[src/rtl/seq_pkg.sv]
package seq_pkg;

    typedef enum logic [2:0] {
        OP_NONE = 3'd0,
        OP_BCC  = 3'd1,
        OP_BA   = 3'd2,
        OP_BN   = 3'd3,
        OP_CALL = 3'd4,
        OP_JMPL = 3'd5,
        OP_TCC  = 3'd6,
        OP_RETT = 3'd7
    } xfer_op_t;

    typedef enum logic [1:0] {
        TK_NONE  = 2'd0,
        TK_ALIGN = 2'd1,
        TK_PRIV  = 2'd2,
        TK_SOFT  = 2'd3
    } trap_kind_t;

    typedef enum logic {
        ST_RUN       = 1'b0,
        ST_TRAP_HOLD = 1'b1
    } seq_state_t;

endpackage

[src/rtl/seq_target.sv]
module seq_target #(
    parameter int AW = 32
) (
    input  logic [AW-1:0] cur_pc,
    input  logic [AW-1:0] cur_npc,
    input  logic [AW-1:0] disp,
    input  logic [AW-1:0] reg_addr,
    output logic [AW-1:0] rel_target,
    output logic [AW-1:0] seq_target_o,
    output logic          reg_aligned
);
    localparam int            ALIGN_BITS = 2;
    localparam logic [AW-1:0] STEP_BYTES = AW'(4);

    always_comb begin
        rel_target   = cur_pc + disp;
        seq_target_o = cur_npc + STEP_BYTES;
        reg_aligned  = (reg_addr[ALIGN_BITS-1:0] == '0);
    end
endmodule

[src/rtl/seq_decide.sv]
module seq_decide
    import seq_pkg::*;
#(
    parameter int RW       = 5,
    parameter int TW       = 7,
    parameter int LINK_REG = 15
) (
    input  logic       active,
    input  xfer_op_t   op,
    input  logic       cond,
    input  logic       annul_opt,
    input  logic       sup,
    input  logic       aligned,
    input  logic [RW-1:0] rd_in,
    input  logic [TW-1:0] num_in,
    output logic       redirect,
    output logic       use_reg,
    output logic       annul_next,
    output logic       lwe,
    output logic [RW-1:0] lrd,
    output logic       trap_req,
    output trap_kind_t tkind,
    output logic [TW-1:0] tnum
);
    always_comb begin
        redirect   = 1'b0;
        use_reg    = 1'b0;
        annul_next = 1'b0;
        lwe        = 1'b0;
        lrd        = '0;
        trap_req   = 1'b0;
        tkind      = TK_NONE;
        tnum       = '0;
        if (active) begin
            unique case (op)
                OP_NONE: ;
                OP_BCC: begin
                    redirect   = cond;
                    annul_next = annul_opt & ~cond;
                end
                OP_BA: begin
                    redirect   = 1'b1;
                    annul_next = annul_opt;
                end
                OP_BN: annul_next = annul_opt;
                OP_CALL: begin
                    redirect = 1'b1;
                    lwe      = 1'b1;
                    lrd      = RW'(LINK_REG);
                end
                OP_JMPL: begin
                    if (aligned) begin
                        redirect = 1'b1;
                        use_reg  = 1'b1;
                        lwe      = 1'b1;
                        lrd      = rd_in;
                    end else begin
                        trap_req = 1'b1;
                        tkind    = TK_ALIGN;
                    end
                end
                OP_TCC: begin
                    if (cond) begin
                        trap_req = 1'b1;
                        tkind    = TK_SOFT;
                        tnum     = num_in;
                    end
                end
                OP_RETT: begin
                    if (!sup) begin
                        trap_req = 1'b1;
                        tkind    = TK_PRIV;
                    end else if (!aligned) begin
                        trap_req = 1'b1;
                        tkind    = TK_ALIGN;
                    end else begin
                        redirect = 1'b1;
                        use_reg  = 1'b1;
                    end
                end
            endcase
        end
    end
endmodule

[src/rtl/dslot_seq.sv]
module dslot_seq
    import seq_pkg::*;
#(
    parameter int AW       = 32,
    parameter int RW       = 5,
    parameter int TW       = 7,
    parameter int LINK_REG = 15
) (
    input  logic          clk,
    input  logic          rst_n,
    input  logic [2:0]    xfer_op,
    input  logic          cond_met,
    input  logic          annul_req,
    input  logic          sup_mode,
    input  logic [AW-1:0] rel_disp,
    input  logic [AW-1:0] ind_addr,
    input  logic [RW-1:0] dest_reg,
    input  logic [TW-1:0] soft_num,
    output logic [AW-1:0] pc,
    output logic [AW-1:0] npc,
    output logic          slot_annul,
    output logic          link_we,
    output logic [RW-1:0] link_reg,
    output logic [AW-1:0] link_val,
    output logic          trap_valid,
    output logic [1:0]    trap_kind,
    output logic [TW-1:0] trap_code
);
    localparam logic [AW-1:0] RESET_NPC = AW'(4);

    seq_state_t    state_q, state_d;
    logic [AW-1:0] pc_q, pc_d, npc_q, npc_d;
    logic          annul_q, annul_d;
    trap_kind_t    tk_q, tk_d;
    logic [TW-1:0] tn_q, tn_d;

    logic [AW-1:0] rel_t, seq_t;
    logic          aligned;
    logic          active;
    logic          redirect, use_reg, annul_next, lwe, trap_req;
    logic [RW-1:0] lrd;
    trap_kind_t    tkind;
    logic [TW-1:0] tnum;

    assign active = (state_q == ST_RUN) && !annul_q;

    seq_target #(.AW(AW)) u_tgt (
        .cur_pc       (pc_q),
        .cur_npc      (npc_q),
        .disp         (rel_disp),
        .reg_addr     (ind_addr),
        .rel_target   (rel_t),
        .seq_target_o (seq_t),
        .reg_aligned  (aligned)
    );

    seq_decide #(.RW(RW), .TW(TW), .LINK_REG(LINK_REG)) u_dec (
        .active     (active),
        .op         (xfer_op_t'(xfer_op)),
        .cond       (cond_met),
        .annul_opt  (annul_req),
        .sup        (sup_mode),
        .aligned    (aligned),
        .rd_in      (dest_reg),
        .num_in     (soft_num),
        .redirect   (redirect),
        .use_reg    (use_reg),
        .annul_next (annul_next),
        .lwe        (lwe),
        .lrd        (lrd),
        .trap_req   (trap_req),
        .tkind      (tkind),
        .tnum       (tnum)
    );

    always_comb begin
        state_d = state_q;
        pc_d    = pc_q;
        npc_d   = npc_q;
        annul_d = 1'b0;
        tk_d    = TK_NONE;
        tn_d    = '0;
        unique case (state_q)
            ST_RUN: begin
                if (trap_req) begin
                    state_d = ST_TRAP_HOLD;
                    tk_d    = tkind;
                    tn_d    = tnum;
                end else begin
                    pc_d    = npc_q;
                    npc_d   = redirect ? (use_reg ? ind_addr : rel_t) : seq_t;
                    annul_d = annul_next;
                end
            end
            ST_TRAP_HOLD: state_d = ST_RUN;
        endcase
    end

    always_ff @(posedge clk) begin
        if (!rst_n) begin
            state_q <= ST_RUN;
            pc_q    <= '0;
            npc_q   <= RESET_NPC;
            annul_q <= 1'b0;
            tk_q    <= TK_NONE;
            tn_q    <= '0;
        end else begin
            state_q <= state_d;
            pc_q    <= pc_d;
            npc_q   <= npc_d;
            annul_q <= annul_d;
            tk_q    <= tk_d;
            tn_q    <= tn_d;
        end
    end

    always_comb begin
        pc         = pc_q;
        npc        = npc_q;
        slot_annul = annul_q;
        link_we    = lwe;
        link_reg   = lrd;
        link_val   = pc_q;
        trap_valid = (state_q == ST_TRAP_HOLD);
        trap_kind  = tk_q;
        trap_code  = tn_q;
    end
endmodule

[config.mk]
export PLATFORM = sky130hd
export DESIGN_NAME = dslot_seq
export DESIGN_NICKNAME = d
export VERILOG_FILES = /design/src/rtl/seq_pkg.sv /design/src/rtl/seq_target.sv /design/src/rtl/seq_decide.sv /design/src/rtl/dslot_seq.sv
export SDC_FILE = /design/constraint.sdc
export NUM_CORES = 1
export LEC_CHECK = 0
export ABC_AREA = 1
export BUFFER_PORTS_ARGS = -buffer_cell sky130_fd_sc_hd__buf_2
export CAP_MARGIN = 20
export CORE_MARGIN = 2
export CORE_UTILIZATION = 35
export CTS_CLUSTER_DIAMETER = 120
export DETAILED_ROUTE_END_ITERATION = 8
export GPL_TIMING_DRIVEN = 1
export HOLD_SLACK_MARGIN = 0.1
export PLACE_DENSITY = 0.71
export SETUP_SLACK_MARGIN = 0.1
export SLEW_MARGIN = 40
export SYNTH_ARGS = -nofsm -noshare
export SYNTH_HDL_FRONTEND = slang
export SYNTH_SLANG_ARGS = --single-unit
[constraint.sdc]
create_clock -name clk -period 1.8 [get_ports clk]
set_clock_uncertainty 0.15 [all_clocks]
set_input_delay 0.09 -clock clk [delete_from_list [all_inputs] [get_ports clk]]
set_output_delay 0.09 -clock clk [all_outputs]
set_load 0.02 [all_outputs]
==> run_results.csv, run 1 <==
group,metric,value,unit
outcome,status,"complete, but fails checks",
outcome,violations,"negative setup slack",
sta,timing.hold.ws,73.87,ps
routing,drt_pass1_iterations,5,
worst_setup_path,critPathMaxFanout,3,
placement,hpwl,20.17,mm
sta,rsz0062_at_grt,"yes",
placement,gp_congestion,0.9462,
worst_setup_path,arrival,2170,ps
clock_tree,cts_root_buf,"clkbuf_16",
power_and_ir_drop,power,8448,µW
power_and_ir_drop,seqPwrFrac,25.1,%
routing,first_iter_violations,582,
yosys,ys_types,35,
worst_setup_path,critPathKind,"reg -> reg",
yosys,synthCells,1041,
sta,drv_slew,0,
placement,port_buffers,196,
power_and_ir_drop,leakage,0.005339,µW
power_and_ir_drop,p_switching,3593,µW
yosys,ys.flop_type,"dfxtp_1",
hold_path,hold_depth,4,
sta,hold_violations,0,
floorplanning,initial_utilization,36.01,%
sta,timing_worst_slew_pin_value,403.9,ps
sta,relSlewSlack,72.88,%
global_route,grt.total_usage,27.42,%
routing,postRouteAntennaNets,0,
yosys,synth-edff-count,0,
power_and_ir_drop,comb_power_share,52.1,%
global_route,grt_pass1_wl,39.72,mm
sta,min_period,2093,ps
floorplanning,floorplan.rows,48,
routing,drc_errors,0,
worst_setup_path,r2r-start,"link_val[0]$_SDFFE_PN0N_",
power_and_ir_drop,irDropWorstVdd,0.5701,mV
sta,worst_slack,-292.5,ps
power_and_ir_drop,power.density,816.6,nW/µm²
clock_tree,clockBufferDepth,2,
yosys,syn-num-nets,1158,
power_and_ir_drop,clockPowerShare,22.7,%
worst_setup_path,cp_data_required_time,1880,ps
clock_tree,htree_levels,3,
sta,finalSetupViolCount,29,
clock_tree,cts.clk_slew.worst_paths,70,ps
floorplanning,dieArea,19010,µm²
worst_setup_path,crit_path_start_kind,"register",
power_and_ir_drop,p_int,4855,µW
global_route,antenna_found_initial,0,
routing,wire_per_inst,16.87,µm
yosys,yosys_warnings,0,
yosys,avgSynthCellArea,6.025,µm²
yosys,synthArstFlopShare,0,%
finish,syn_to_final_growth,64.95,%
clock_tree,cts.sinks,75,
clock_tree,numCtsBuffers,9,
sta,finalCritPeriodShare,116.3,%
yosys,synth-seq-cells,75,
yosys,syn_area,6272,µm²
clock_tree,insertion_delay,360,ps
floorplanning,die_h,137.9,µm
sta,clock.fmax,477.9,MHz
hold_path,hold_class,"in -> reg",
routing,vias,8204,
worst_setup_path,rr_worst_depth,11,
worst_setup_path,worstSetupStartpoint,"link_val[0]$_SDFFE_PN0N_",
routing,avgViaCountPerCell,5.036,
run,maxCapViolations,0,
power_and_ir_drop,swShare,42.53,%
worst_setup_path,worstSetupEndpointType,"register",
clock_tree,cts_tree,"built",
hold_path,min_from,"rel_disp[1]",
global_route,grt_overflow,0,
finish,n_antenna_cell,0,
floorplanning,fp.dieW,137.9,µm
routing,wl,27.49,mm
floorplanning,core_area,17420,µm²
global_route,grt_start_max_net_pins,50,
finish,nets,1516,
yosys,ys_seq_area_share,23.94,%
finish,final_layout_size_suffix_gt1_share,42.95,%
floorplanning,io_pins,197,
global_route,grt_pass1_vias,7557,
## power by group through the flow
| stage | logic, µW | clock network (µW) | registers, µW |
|---|---|---|---|
| 6_report | 4410 | 1920 | 2120 |
| 5_1_grt | 4710 | 1990 | 2150 |
| 4_1_cts | 4040 | 1930 | 2110 |
| 3_5_place_dp | 3670 | 0 | 2140 |
| 3_3_place_gp | 3640 | 0 | 2130 |
| 2_1_floorplan | 1830 | 0 | 2420 |
## worst paths after layout
path / slack, ps / end
min reg2reg: 360 / link_val[31]$_SDFFE_PN0N_
max reg2reg: -290 / npc[6]$_SDFFE_PN0N_
max: -290 / npc[6]$_SDFFE_PN0N_
min: 70 / npc[1]$_SDFFE_PN0P_
## kinds of logic after synthesis
| kind of cell | synth area share, % |
|---|---|
| and+or+nand+nor | 32.52 |
| AOI/OAI and AO/OA | 17.53 |
| buffers and inverters | 14.00 |
| DFF | 23.94 |
| xor gates and xnor gates | 5.306 |
| adders and majority gates | 6.703 |
## final cells by class
| type | count | area [µm²] |
|---|---|---|
| Timing Repair Buffer | 408 | 2810 |
| Sequential cell | 75 | 1580 |
| Clock inverter | 6 | 51.30 |
| Inverter | 129 | 496.7 |
| Fill cell | 1619 | 7071 |
| Tap cell | 225 | 281.5 |
| Multi-Input combinational cell | 776 | 4876 |
| Clock buffer | 10 | 250.2 |
## flip-flops by register name, indices dropped and copies added, names as in the netlist
register,count
trap_kind,2
link_val,32
npc,32
trap_valid,1
slot_annul,1
trap_code,7
## metal layers
metal  vias up  GRT usage [%]  wire length (µm)
li1       4025              -                 -
met2       324          43.73             12680
met1      3811          37.65             11870
met4         0          6.746               580
met5         -              0                 0
met3        44          5.958              2360
## through the flow
stage	cells	worst slack, ps	setup TNS [ps]	utilization, %	area [µm²]
after CTS	1624	-287.6	-4132	56.98	9925
after global placement	1561	-296.6	-4763	50.37	8772
after detailed placement	1561	-335.3	-5618	50.37	8772
final	1629	-292.5	-5207	59.40	10350
after global routing	1629	-426.9	-8032	59.40	10350
after floorplan	1041	-142.3	-1127	-	6650
## cell usage after synthesis (2+ instances only)
| cell | n | area (µm²) |
|---|---|---|
| nand2_1 | 249 | 934.7 |
| nor2_1 | 154 | 578.1 |
| inv_1 | 123 | 461.7 |
| a21oi_1 | 108 | 540.5 |
| dfxtp_1 | 75 | 1501 |
| o21ai_0 | 66 | 330.3 |
| nand3_1 | 50 | 250.2 |
| buf_4 | 34 | 255.2 |
| ha_1 | 32 | 400.4 |
| xor2_1 | 29 | 254.0 |
| o21ai_1 | 18 | 90.09 |
| nor3_1 | 16 | 80.08 |
| clkbuf_1 | 14 | 52.55 |
| buf_2 | 9 | 45.04 |
| xnor2_1 | 9 | 78.83 |
| o21bai_1 | 8 | 60.06 |
| nand4_1 | 7 | 43.79 |
| inv_2 | 5 | 18.77 |
| a31oi_1 | 4 | 25.02 |
| nor3b_1 | 4 | 30.03 |
| o211ai_1 | 4 | 30.03 |
| buf_6 | 3 | 33.78 |
| nor2_4 | 3 | 33.78 |
| or2_2 | 3 | 18.77 |
| nand3b_1 | 2 | 15.01 |
| nor2_2 | 2 | 12.51 |
| nor3_2 | 2 | 20.02 |
## cells in the final DEF (no fill, tap or decap), types with 5 or more instances in the layout
cell type,instances
a21oi_4,8
o21ai_0,58
ha_4,26
nand2_1,201
dfxtp_1,32
nand3_2,5
xor2_1,25
dlygate4sd3_1,42
inv_2,7
dfxtp_4,10
inv_4,5
nor2_2,20
o21bai_1,6
nor2_1,125
o21ai_2,6
nand2_4,13
dfxtp_2,33
nor2_4,14
nand4_1,7
o21ai_1,19
nor3_1,15
nand3_1,45
inv_1,118
clkbuf_16,11
nand2_2,35
a21oi_2,15
buf_2,191
a21oi_1,86
buf_4,156
buf_6,14
## critical path, stage by stage (launching register included)
cell and delay (ps):
dfxtp_4 350, ha_4 160, fa_2 340, nand2_2 80, nand2_2 50, nand3b_1 100, nand2_2 90, buf_4 160
xnor2_2 180, nand2_1 80, o211ai_1 110, a21oi_1 110
## what timing repair did
action | 4_1_cts | 5_1_grt
setup buffers | 5 | 6
hold buffers | 43 | 1
gates cloned | 0 | 2
endpoints found under the setup margin | 35 | 71
endpoints found under the hold margin | 58 | 1
resized for setup | 101 | 95
pin swaps | 40 | 50
(Power assumes the default switching activity.)
==> inputs of run 2 (changes only) <==
Settings changed: RECOVER_POWER set to 25.
==> run 2 against run 1 <==
The flow still finishes with violations (negative setup slack); critical path depth unchanged; critical path type unchanged; utilization decreased by 0.28 points; total power decreased by 0.26%; clock-buffer cell count unchanged; combinational power about the same.
==> run_results.csv, run 2 (synthesis gave the netlist of run 1 again) <==
group,metric,value,unit
global_route,grt_overflow,0,
finish,final_common_cell,"nand2_1",
floorplanning,core_area,17420,µm²
floorplanning,die_h,137.9,µm
routing,vias,8201,
finish,final_layout_size_suffix_gt1_share,40.17,%
clock_tree,cts.sinks,75,
clock_tree,insertion_delay,360,ps
finish,final_cell_mix,"nand2_1, buf_4, buf_2, nor2_1, inv_1",
sta,hold_violations,0,
sta,min_period,2105,ps
worst_setup_path,rr_worst_depth,11,
clock_tree,htree_levels,3,
sta,timing.hold.ws,73.18,ps
hold_path,hold_class,"in -> reg",
routing,wire_per_inst,16.86,µm
finish,syn_to_final_growth,64.17,%
global_route,grt_pass1_wl,39.72,mm
clock_tree,numCtsBuffers,9,
routing,first_iter_violations,581,
power_and_ir_drop,power,8426,µW
sta,finalSetupViolCount,29,
clock_tree,cts.clk_slew.worst_paths,70,ps
clock_tree,cts_tree,"built",
placement,hpwl,20.17,mm
hold_path,hold_depth,4,
floorplanning,fp.dieW,137.9,µm
worst_setup_path,rrSetupSlack,-310,ps
power_and_ir_drop,power.density,818.3,nW/µm²
routing,postRouteAntennaNets,0,
outcome,status,"complete, but fails checks",
power_and_ir_drop,irDropWorstVdd,0.5887,mV
clock_tree,clockBufferDepth,2,
routing,drc_errors,0,
worst_setup_path,r2r-end,"npc[6]$_SDFFE_PN0N_",
hold_path,min_from,"rel_disp[1]",
sta,relSlewSlack,69.21,%
placement,gp_congestion,0.9462,
outcome,violations,"negative setup slack",
sta,drv_slew,0,
floorplanning,io_pins,197,
sta,rsz0062_at_grt,"yes",
placement,placed_area,8772,µm²
sta,timing_worst_slew_pin_value,458.5,ps
global_route,grt_start_max_net_pins,50,
worst_setup_path,critPathMaxFanout,3,
floorplanning,dieArea,19010,µm²
placement,port_buffers,196,
finish,final_area,10300,µm²
worst_setup_path,cp_data_required_time,1880,ps
worst_setup_path,arrival,2190,ps
sta,clock.fmax,475.0,MHz
routing,drt_pass1_iterations,5,
global_route,grt.total_usage,27.42,%
finish,nFillCells,1647,
worst_setup_path,worstSetupEndpointType,"register",
worst_setup_path,crit_path_start_kind,"register",
floorplanning,initial_utilization,36.01,%
sta,worst_slack,-305.4,ps
routing,wl,27.47,mm
hold_path,hold_end,"npc[1]$_SDFFE_PN0P_",
worst_setup_path,worstSetupStartpoint,"link_val[0]$_SDFFE_PN0N_",
finish,seq_area,1580,µm²
global_route,antenna_found_initial,0,
finish,multi_input_area,4876,µm²
clock_tree,cts_root_buf,"clkbuf_16",
global_route,grt_pass1_vias,7557,
sta,finalCritPeriodShare,117.0,%
run,maxCapViolations,0,
power_and_ir_drop,leakage,0.005183,µW
finish,n_antenna_cell,0,
worst_setup_path,r2r-start,"link_val[0]$_SDFFE_PN0N_",
floorplanning,floorplan.rows,48,
worst_setup_path,critPathKind,"reg -> reg",
finish,nets,1516,
routing,avgViaCountPerCell,5.034,
[run 2: cell count changes in the layout (fill, tap and decap cells not counted), sizes merged]
cell,delta
buf,-39
clkbuf,+39
[run 2: metal layers]
layer	up-vias	wire, µm	GRT usage [%]
li1	4029	-	-
met1	3802	12120	37.65
met2	324	12610	43.73
met3	46	2113	5.958
met4	0	626	6.746
met5	-	0	0
[run 2: report_power, final]
part / internal (µW) / switching (µW)
Sequential: 1900 / 224
Combinational: 1890 / 2500
Clock: 1050 / 872
[run 2: final cells by class]
type                    count  share of cell area [%]
inverters                 129                   4.824
well taps                 225                   2.734
multi-input cells         776                   47.35
repair buffers            408                   26.82
clock inverters             6                  0.4982
flip-flops and latches     75                   15.35
clock buffers              10                   2.430
[run 2: per-stage QoR]
step                      util [%]  worst slack, ps  cells  TNS (ps)
after floorplan                  -           -142.3   1041     -1127
after detailed placement     50.37           -335.3   1561     -5618
after global routing         59.12           -426.9   1629     -8032
after CTS                    56.98           -287.6   1624     -4132
final                        59.12           -305.4   1629     -5211
after global placement       50.37           -296.6   1561     -4763
[run 2: critical path, cell delays in order (launching register included)]
cell and delay [ps]:
dfxtp_4 350, ha_4 160, fa_2 340, nand2_2 80, nand2_2 50, nand3b_1 100, nand2_2 90, buf_4 160
xnor2_2 180, nand2_1 90, o211ai_1 110, a21oi_1 110
[run 2: timing repair]
action	in CTS	in global routing
pin swaps	40	50
hold buffers	43	1
endpoints found under the setup margin	35	71
resized for setup	101	95
hold endpoints to repair	58	1
cloned	0	2
setup buffers	5	6
[run 2: worst max path at each step]
stage,endpoint,slack [ps],cells past startpoint
6_report,npc[6]$_SDFFE_PN0N_,-310,11
5_1_grt,npc[22]$_SDFFE_PN0N_,-430,14
3_5_place_dp,npc[18]$_SDFFE_PN0N_,-340,14
4_1_cts,npc[18]$_SDFFE_PN0N_,-290,14
2_1_floorplan,npc[30]$_SDFFE_PN0N_,-140,16
3_3_place_gp,npc[18]$_SDFFE_PN0N_,-300,14
==> inputs of run 3 (changes only) <==
Settings changed: CORE_ASPECT_RATIO set to 1.25.
==> run 3 against run 2 <==
The run still ends with negative setup slack left; first-iteration DRC count is 14% lower; critical path depth up 2; sequential power barely moved; worst setup slack got worse by 13 ps; wire length shrank 4.5%; critical path type unchanged; largest power group unchanged.
==> run_results.csv, run 3 (synthesis gave the netlist of run 1 again) <==
group,metric,value,unit
outcome,status,"complete, but fails checks",
outcome,violations,"negative setup slack",
placement,hpwl,19.13,mm
routing,drc_errors,0,
clock_tree,cts.sinks,75,
sta,finalSetupViolCount,28,
sta,timing_worst_slew_pin_value,354.4,ps
run,maxCapViolations,0,
finish,syn_to_final_growth,61.78,%
worst_setup_path,cp_cell_sequence,"ha_4 -> fa_2 -> nand2_2 -> nand2_2 -> and2_4 -> nand3_2 -> nand3b_1 -> nand2_2 -> nand2_1 -> nand2_1 -> nand3_1 -> nand2_1 -> a21oi_1",
floorplanning,io_pins,197,
clock_tree,cts_root_buf,"clkbuf_16",
worst_setup_path,cpPeakStageDelay,350,ps
floorplanning,fp.dieW,123.7,µm
hold_path,hold_class,"in -> reg",
finish,n_antenna_cell,0,
worst_setup_path,worst-path-buf-inv,0,
global_route,grt_pass1_wl,39.49,mm
routing,wl,26.25,mm
global_route,grt_overflow,0,
clock_tree,numCtsBuffers,9,
floorplanning,dieArea,19010,µm²
routing,vias,8170,
worst_setup_path,crit_path_start_kind,"register",
sta,finalCritPeriodShare,117.7,%
worst_setup_path,worstSetupEndpointType,"register",
clock_tree,cts_tree,"built",
floorplanning,initial_utilization,35.84,%
routing,first_iter_violations,499,
sta,timing.hold.ws,68.53,ps
clock_tree,clockBufferDepth,2,
sta,worst_slack,-318.1,ps
routing,postRouteAntennaNets,0,
sta,hold_violations,0,
clock_tree,htree_levels,3,
routing,drt_pass1_iterations,5,
global_route,grt_pass1_vias,7871,
finish,nFillCells,1612,
sta,drv_slew,0,
finish,final_common_cell,"nand2_1",
worst_setup_path,cp_data_required_time,1890,ps
routing,wire_per_inst,16.14,µm
sta,clock.fmax,472.1,MHz
floorplanning,floorplan.rows,54,
clock_tree,insertion_delay,350,ps
floorplanning,core_area,17500,µm²
global_route,grt.total_usage,26.64,%
sta,rsz0062_at_grt,"yes",
finish,nets,1514,
clock_tree,cts.clk_slew.worst_paths,60,ps
worst_setup_path,arrival,2210,ps
routing,avgViaCountPerCell,5.025,
power_and_ir_drop,irDropWorstVdd,0.4449,mV
placement,port_buffers,196,
sta,min_period,2118,ps
sta,finalSetupTns,-6025,ps
finish,final_cell_mix,"nand2_1, buf_2, buf_4, nor2_1, inv_1",
sta,relSlewSlack,76.38,%
worst_setup_path,critPathMaxFanout,3,
power_and_ir_drop,power,8181,µW
worst_setup_path,critPathKind,"reg -> reg",
power_and_ir_drop,leakage,0.005153,µW
worst_setup_path,slowest_stage,"dfxtp_4",
placement,gp_congestion,1.004,
global_route,antenna_found_initial,0,
global_route,grt_start_max_net_pins,34,
power_and_ir_drop,power.density,806.2,nW/µm²
floorplanning,die_h,153.7,µm
finish,final_layout_size_suffix_gt1_share,37.80,%
worst_setup_path,crit_family,"simple AND/OR/NAND/NOR gates",
finish,post-route-util,57.99,%
## run 3: layer usage
metal  track usage, %  share of wire [%]
met2            48.06                 51
met4            10.88                4.0
met5                0                  0
met1            31.20                 39
met3            3.301                6.0
## run 3: worst reg2reg max path: stages (launching register included)
cell and delay (ps):
dfxtp_4 350, ha_4 160, fa_2 340, nand2_2 80, nand2_2 70, and2_4 150
nand3_2 50, nand3b_1 190, nand2_2 170, nand2_1 60, nand2_1 70, nand3_1 60
nand2_1 60, a21oi_1 50
## run 3: stage by stage
stage                     area, µm²  instances  setup WS, ps
after global routing          10150       1626        -424.3
after global placement         8723       1552        -339.7
after CTS                      9905       1620        -296.5
after detailed placement       8723       1552        -370.9
after floorplan                6650       1041        -142.3
final                         10150       1626        -318.1
## run 3: area by class of cell
type                       count  area (µm²)  area share (%)
multi-input combinational    776        4723           46.55
timing repair buffer         406        2786           27.46
sequential                    75        1577           15.54
inverter                     129       486.7           4.797
tap                          224       280.3           2.762
clock buffer                  10       239.0           2.355
clock inverter                 6       55.05          0.5425
## run 3: report_power, final
part / internal [µW] / switching, µW / leakage, µW
sequential: 1900 / 212 / 0.000634
clock: 1100 / 779 / 0.000143
combinational: 1840 / 2360 / 0.00438
## run 3: path summary, 6_finish.rpt
path                                to  cells after the start                     start  slack (ps)
setup reg to reg  npc[28]$_SDFFE_PN0N_                     13  link_val[0]$_SDFFE_PN0N_        -320
hold / removal     npc[1]$_SDFFE_PN0P_                      4               rel_disp[1]          70
setup / recovery  npc[28]$_SDFFE_PN0N_                     13  link_val[0]$_SDFFE_PN0N_        -320
hold reg to reg    npc[7]$_SDFFE_PN0N_                      2       npc[7]$_SDFFE_PN0N_         350
## run 3: timing repair
| action | in CTS | in global routing |
|---|---|---|
| hold endpoints to repair | 43 | 1 |
| hold buffers | 46 | 1 |
| gates resized for setup | 97 | 57 |
| setup endpoints to repair | 33 | 69 |
| pin swaps | 46 | 44 |
| cloned | 0 | 1 |
| setup buffers | 8 | 6 |
